$ cat src/rtl/bpar_pkg.sv
package bpar_pkg;

  // What the output register does on the coming edge
  typedef enum logic [1:0] {
    RD_HOLD   = 2'd0,
    RD_PASS   = 2'd1,
    RD_GEN_Q  = 2'd2,
    RD_GEN_MB = 2'd3
  } rd_mode_e;

endpackage

$ cat src/rtl/bpar_tree.sv
module bpar_tree #(
  parameter int LANES  = 4,
  parameter int DATA_W = 8
) (
  input  logic [LANES*DATA_W-1:0] body,
  input  logic                    odd_sel,
  output logic [LANES-1:0]        par
);

  for (genvar k = 0; k < LANES; k++) begin : g_lane
    assign par[k] = (^body[k*DATA_W +: DATA_W]) ^ odd_sel;
  end

endmodule

$ cat src/rtl/bpar_check.sv
module bpar_check #(
  parameter int LANES = 4
) (
  input  logic [LANES-1:0] tops,
  input  logic [LANES-1:0] par,
  input  logic [LANES-1:0] lane_valid,
  input  logic             force_ok,
  output logic             err_n
);

  logic [LANES-1:0] bad;

  for (genvar k = 0; k < LANES; k++) begin : g_cmp
    assign bad[k] = (tops[k] ^ par[k]) & lane_valid[k];
  end

  assign err_n = force_ok | ~(|bad);

endmodule

$ cat src/rtl/bpar_gen.sv
module bpar_gen #(
  parameter int LANES  = 4,
  parameter int DATA_W = 8,
  localparam int LW    = DATA_W + 1
) (
  input  logic [LANES*DATA_W-1:0] body,
  input  logic [LANES-1:0]        par,
  output logic [LANES*LW-1:0]     word
);

  for (genvar k = 0; k < LANES; k++) begin : g_pack
    assign word[k*LW +: LW] = {par[k], body[k*DATA_W +: DATA_W]};
  end

endmodule

$ cat src/rtl/bpar_port.sv
module bpar_port
  import bpar_pkg::*;
#(
  parameter int LANES  = 4,
  parameter int LANE_W = 9,
  localparam int DW    = LANE_W - 1,
  localparam int W     = LANES * LANE_W
) (
  input  logic             clk,
  input  logic             rst,
  input  logic             odd_sel,
  input  logic [LANES-1:0] lane_valid,
  input  logic [W-1:0]     bus_in,
  output logic             perr_n,
  input  logic             rd_sel,
  input  logic             mbox_sel,
  input  logic             gen_en,
  input  logic [W-1:0]     rd_data,
  output logic [W-1:0]     bus_out
);

  rd_mode_e mode;

  logic [LANES*DW-1:0] in_body, rd_body, tree_body;
  logic [LANES-1:0]    in_tops;
  logic [LANES-1:0]    shared_par, q_par;
  logic [W-1:0]        mb_word, q_word;
  logic                shared;

  // split both words into data bodies and parity tops
  for (genvar k = 0; k < LANES; k++) begin : g_split
    assign in_body[k*DW +: DW] = bus_in[k*LANE_W +: DW];
    assign in_tops[k]          = bus_in[k*LANE_W + DW];
    assign rd_body[k*DW +: DW] = rd_data[k*LANE_W +: DW];
  end

  always_comb begin
    if (!rd_sel)       mode = RD_HOLD;
    else if (!gen_en)  mode = RD_PASS;
    else if (mbox_sel) mode = RD_GEN_MB;
    else               mode = RD_GEN_Q;
  end

  assign shared    = (mode == RD_GEN_MB);
  assign tree_body = shared ? rd_body : in_body;

  // trees shared by checking and mailbox generation
  bpar_tree #(.LANES(LANES), .DATA_W(DW)) u_shared_tree (
    .body    (tree_body),
    .odd_sel (odd_sel),
    .par     (shared_par)
  );

  // dedicated trees for queue-path generation
  bpar_tree #(.LANES(LANES), .DATA_W(DW)) u_q_tree (
    .body    (rd_body),
    .odd_sel (odd_sel),
    .par     (q_par)
  );

  bpar_check #(.LANES(LANES)) u_check (
    .tops       (in_tops),
    .par        (shared_par),
    .lane_valid (lane_valid),
    .force_ok   (shared),
    .err_n      (perr_n)
  );

  bpar_gen #(.LANES(LANES), .DATA_W(DW)) u_gen_mb (
    .body (rd_body),
    .par  (shared_par),
    .word (mb_word)
  );

  bpar_gen #(.LANES(LANES), .DATA_W(DW)) u_gen_q (
    .body (rd_body),
    .par  (q_par),
    .word (q_word)
  );

  always_ff @(posedge clk) begin
    if (rst) begin
      bus_out <= '0;
    end else begin
      case (mode)
        RD_PASS:   bus_out <= rd_data;
        RD_GEN_Q:  bus_out <= q_word;
        RD_GEN_MB: bus_out <= mb_word;
        default:   bus_out <= bus_out;
      endcase
    end
  end

endmodule

$ cat config.mk
export PLATFORM = sky130hd
export DESIGN_NAME = bpar_port
export DESIGN_NICKNAME = d
export VERILOG_FILES = /design/src/rtl/bpar_pkg.sv /design/src/rtl/bpar_tree.sv /design/src/rtl/bpar_check.sv /design/src/rtl/bpar_gen.sv /design/src/rtl/bpar_port.sv
export SDC_FILE = /design/constraint.sdc
export NUM_CORES = 1
export LEC_CHECK = 0
export BUFFER_PORTS_ARGS = -buffer_cell sky130_fd_sc_hd__buf_2
export CAP_MARGIN = 10
export CORE_MARGIN = 5
export CORE_UTILIZATION = 40
export DETAILED_ROUTE_END_ITERATION = 16
export GPL_ROUTABILITY_DRIVEN = 1
export SKIP_LAST_GASP = 1
export SLEW_MARGIN = 20
export SYNTH_ARGS = -nofsm -noshare
export SYNTH_HDL_FRONTEND = slang
export SYNTH_HIERARCHICAL = 1
export SYNTH_SLANG_ARGS = --single-unit
$ cat constraint.sdc
create_clock -name clk -period 4.55 [get_ports clk]
set_input_delay 0.455 -clock clk [delete_from_list [all_inputs] [get_ports clk]]
set_output_delay 0.455 -clock clk [all_outputs]
set_load 0.02 [all_outputs]
==> metrics, run 1 <==
status complete, no violations; worst reg2reg path startpoint bus_out[8]; starting density of the core 40.9%; die area 12000 sq um; CP required roughly 4.1 ns; met3 GRT Util under 10%; largest reg by FF count bus_out; initial antenna violation count 0; Pleak between 1.5 and 2 nW; mapped cell area around 4000 sq um; post-synthesis sequential area ratio a little under a fifth; ratio of final minimum period to clock period roughly four fifths; post-synth top area share 18.1%; core footprint 9730 sq um; DRC violations left 0; Cell variety after synth 22; routed length per instance roughly 17 um; Design Power around 0.0011 W; vias in the first global route about 2800; Diodes inserted 0; slew margin rel. between 50% and 60%; ratio of cells with drive above 1 in the final layout roughly 40%; max-slew violations 0; Detailed Routing Iterations Pass 1 4; Crit Path Class in2out; final hold vios 0; Power per Cell Area 260 nW/um^2; worst r2r dst bus_out[8]; DP Wirelength ~6400 um; post-route ant nets 0; worst-path maximum fanout 33; largest net degree at the start of global routing 74; die extent in x roughly 110 um; Setup-failing EPs final 0; Largest register FFs 36; R2R depth 2; GP Congestion about 0.73; Yosys warnings 6; Clock Skew 0 ns; Hold Path End bus_out[26]; leading area contributor after synthesis dfxtp_1; row count 36; port bufs ~120; Yosys reg bits 36; maximum vdd drop between 0.0001 and 0.00015 V; setup TNS 0 ns; Max Root-Sink Buffers 2; max-cap violations 0; Setup Fix Bufs, Post-CTS 0; Worst-path clk slew ~0.080 ns; clock latency on the worst-skew pair approximately 0.28 ns; RSZ-0062 raised after global routing false; grt met2 use between 20% and 30%; Post-Syn Instances around 380; Ports 119; # fillers 983; Regs by FF count bus_out: 36 flops; Area contributors post-synth dfxtp_1, buf_4, mux2_4; top_reg_cell synth dfxtp_1; max frequency between 200 and 300 MHz; CTS H-tree lvls 2; Async S/R FF share, synth 0%; Via Count about 2700; Area Overhead vs Synth 3.74%; grt ovf 0; flip-flop and latch area about 700 sq um; Worst-Margin Slew between 0.6 and 0.7 ns; Num CTS Buffers 5; syn nets 464; # clock sinks 36; gr busiest metal met2; min-delay src rd_data[26]; Via-to-Cell Ratio ~5.1; Worst Path Arrival roughly 3.1 ns; min cycle time layout 3.56 ns; final net count 488; final wirelength about 9200 um; Post-Syn Area per Cell 10.4 sq um; Critical Path Start Type input port; Initial DRC Count roughly 160; hold depth 3; Worst setup EP type primary output; CTS tree done; Worst Hold Class in2reg; R2R Setup Slk 3.88 ns; gr usage total 15.1%; area of the multi-input gates about 2500 sq um; CTS Root Buffer Type clkbuf_8; EDFF count, synth 0; met1 usage a little under a fifth; CTS Hold Bufs 0; CTS-repair resized insts 0; first-pass GRT wire length around 14000 um; Die Height between 100 and 150 um
[cells by family (layout without fill, tap and decap cells)]
logic type / after synthesis / count (layout) / share of synthesized area (%)
xor+xnor: 60 / 60 / 17.5
buf+inv: 105 / 130 / 18.3
mux: 68 / 68 / 20.8
simple gates: 74 / 74 / 16.8
flops: 36 / 36 / 18.1
compound gates: 39 / 39 / 8.49
[per-layer routing]
| metal | part of all wire (%) | routed length, um |
|---|---|---|
| met2 | 49 | 4540 |
| met3 | 6.2 | 569 |
| met1 | 43 | 4000 |
| met5 | 0 | 0 |
| met4 | 1.4 | 126 |
[power breakdown]
part           leakage [nW]  total [W]  switching (W)  internal, W
Sequential            0.297   0.000355      0.0000131     0.000342
Clock                0.0455   0.000245       0.000121     0.000124
Combinational          1.56   0.000472       0.000229     0.000243
[worst max path at each step]
stage	startpoint	end	slack, ns	cells past startpoint
floorplan	mbox_sel	perr_n	1.60	10
global placement	gen_en	perr_n	0.96	10
detailed placement	gen_en	perr_n	0.95	10
CTS	gen_en	perr_n	0.93	10
global route	gen_en	perr_n	0.76	10
finish	gen_en	perr_n	0.99	10
[placed cells by master, fill, tap and decap left out, drive strengths merged, types with 12 or more instances in the layout]
cell	Yosys	final
buf	91	121
dfxtp	36	36
mux2	32	32
mux2i	36	36
nand2b	36	36
nand4bb	36	36
o221ai	36	36
xnor2	40	40
xor2	12	12
[worst max-delay path: stages]
cell and delay (ns):
buf_2 0.14, nand3_4 0.50, mux2_4 0.50, xnor2_1 0.16, xnor3_1 0.42, xnor2_1 0.25, xor2_1 0.10, a22oi_1 0.25
a21o_1 0.16, buf_2 0.16
[synthesized netlist by cell type, drive strengths merged, types with 2 or more instances]
| library cell | instances |
|---|---|
| dfxtp | 36 |
| buf | 91 |
| xnor2 | 40 |
| nand2b | 36 |
| a22oi | 2 |
| xnor3 | 8 |
| clkbuf | 13 |
| nand4bb | 36 |
| mux2i | 36 |
| mux2 | 32 |
| xor2 | 12 |
| o221ai | 36 |
[through the flow]
step           cells  hold slack [ns]  area [sq um]  util (%)  setup slack [ns]
4_1_cts          540            0.420          4130      42.4             0.928
2_1_floorplan    382            0.601          3980         -              1.60
3_3_place_gp     532            0.508          4040      41.5             0.961
3_5_place_dp     532            0.513          4040      41.5             0.947
5_1_grt          540            0.427          4130      42.4             0.757
6_report         540            0.430          4130      42.4             0.995
[area by class of cell]
cell class              instances  share of cell area [%]
inverters                       1                  0.0909
clock buffers                   8                    2.18
well taps                     133                    4.03
repair buffers                121                    14.9
multi-input cells             241                    61.3
flip-flops and latches         36                    17.5
No activity file was read; power rests on OpenSTA's default activity.
==> inputs of run 2 (changes only) <==
==> constraint.sdc (replaced) <==
create_clock -name clk -period 3.6 [get_ports clk]
set_input_delay 0.36 -clock clk [delete_from_list [all_inputs] [get_ports clk]]
set_output_delay 0.36 -clock clk [all_outputs]
set_load 0.02 [all_outputs]
==> run 2 against run 1 <==
  * Via count down 0.66%
  * Combinational power up 26%
  * First-iteration DRC count down 57%
  * Routed wire length down 0.87%
  * Register-to-register slack worse by 0.96 ns
  * Sequential power up 26%
  * Worst setup slack worse by 0.54 ns
  * Critical path type unchanged
  * Critical endpoint unchanged
==> metrics, run 2 (synthesized netlist as in run 1, its figures left out) <==
R2R Setup Slk 2.92 ns (-0.96 ns); Worst Path Arrival 2.79 ns (-0.31 ns); Hold Path End bus_out[8]; CTS Hold Bufs 0 (unchanged); Num CTS Buffers 5 (unchanged); DP Wirelength 6430 um (+0.95%); Detailed Routing Iterations Pass 1 4 (unchanged); Ports 119 (unchanged); CP required 3.24 ns (-0.85 ns); grt ovf 0 (unchanged); worst reg2reg path startpoint bus_out[6]; worst-path maximum fanout 17 (-48%); clock latency on the worst-skew pair 0.29 ns (about the same); largest net degree at the start of global routing 74 (unchanged); slew margin rel. 54.7% (+1.1 points); vias in the first global route 2724 (-2.4%); final wirelength 9150 um (-0.87%); initial antenna violation count 0 (unchanged); R2R depth 2 (unchanged); Worst Setup SP gen_en; max-slew violations 0 (unchanged); fin area 4150 sq um (+0.49%); max frequency approximately 320 MHz; die extent in x 110 um (unchanged); pre-CTS setup slack 0.423 ns (-0.524 ns); min-delay src rd_data[8]; die area 12000 sq um (unchanged); Largest register FFs 36 (unchanged); CP top delay family XOR/XNOR gates; port bufs 118 (unchanged); min cycle time layout around 3.1 ns; largest reg by FF count bus_out; CTS tree done; status complete, no violations; final net count 491 (+0.61%); core footprint 9730 sq um (unchanged); Setup-failing EPs final 0 (unchanged); Diodes inserted 0 (unchanged); starting density of the core 40.9% (unchanged); CTS-repair resized insts 0 (unchanged); Max stage delay on crit path 0.42 ns (-0.08 ns); worst r2r dst bus_out[6]; max-cap violations 0 (unchanged); worst hold slack 0.343 ns (-0.0868 ns); Via-to-Cell Ratio 5.03 (-1.0%); setup TNS 0 ns (unchanged); ratio of final minimum period to clock period 87.4%; final setup margin 0.453 ns (-0.542 ns); first-pass GRT wire length 14200 um (+0.15%); Initial DRC Count 69 (-57%); CP Depth 11 (+1); Via Count 2726 (-0.66%); routed length per instance 16.9 um (-1.2%); # clock sinks 36 (unchanged); CTS Root Buffer Type clkbuf_8; row count 36 (unchanged); CP max-delay cell xnor3_1; DRC violations left 0 (unchanged); Pleak 1.92 nW (+0.74%); maximum vdd drop 0.000153 V (+35%); Worst Hold Class in2reg; Worst-Margin Slew 0.679 ns (-0.0162 ns); Max Root-Sink Buffers 2 (unchanged); Clock Skew 0 ns (unchanged); Die Height 110 um (unchanged); critical-path cell list buf_2, nand3_4, buf_12, mux2_4, xnor2_1, xnor3_1, xnor2_1, xor2_1, a22oi_1, a21o_1, buf_2; RSZ-0062 raised after global routing false; GP Congestion 0.747 (+1.8%); Area Overhead vs Synth 4.25%; post-route ant nets 0 (unchanged); final hold vios 0 (unchanged); Setup Fix Bufs, Post-CTS 0 (unchanged); Buf/Inv on CP 3 (+1); Worst-path clk slew 0.08 ns (about the same); Worst setup EP type primary output; Critical Path Start Type input port; Regs by FF count bus_out: 36 flops; placed inst area 4070 sq um (+0.87%); gr usage total 15.1% (about the same); CTS H-tree lvls 2 (unchanged); ratio of cells with drive above 1 in the final layout 41.6% (+0.53 points); commonest non-fill, non-tap cell in the layout buf_2; Crit Path Class in2out; Power per Cell Area 321 nW/um^2 (+24%); hold depth 3 (unchanged)
[run 2: final cells by class]
class,count,area [sq um]
fill,1001,5580
multi-input combinational,241,2530
sequential,36,721
timing repair buffer,124,648
tap,133,166
clock buffer,6,72.6
clock inverter,1,5.00
inverter,1,3.75
[run 2: routing by layer]
layer | track usage, % | vias to the layer above | part of all wire [%]
met2 | 24.7 | 78 | 47
met3 | 3.52 | 5 | 6.9
li1 | - | 1369 | -
met5 | 0 | - | 0
met4 | 3.74 | 0 | 0.96
met1 | 20.0 | 1274 | 46
[run 2: worst max-delay path by stage]
stage | to | slack, ns
after floorplan | perr_n | 0.84
after global placement | perr_n | 0.46
after detailed placement | perr_n | 0.42
after CTS | perr_n | 0.41
after global routing | perr_n | 0.28
final | perr_n | 0.45
[run 2: worst register-to-register path: cells and delay by family, from the launching register on]
family | cells | cell delay, ns
and+or+nand+nor | 1 | 0.06
DFF | 1 | 0.34
AOI/OAI and AO/OA | 1 | 0.18
[run 2: through the flow]
step	total power [W]	instances	util, %
after floorplan	0.00101	382	-
after global placement	0.00105	535	41.8
after detailed placement	0.00106	535	41.8
after CTS	0.00136	542	42.6
after global routing	0.00142	542	42.6
final	0.00133	542	42.6
[run 2: report_power, final]
part	internal, W	switching [W]
clock network	0.000132	0.000158
logic	0.000309	0.000286
registers	0.000432	0.0000169
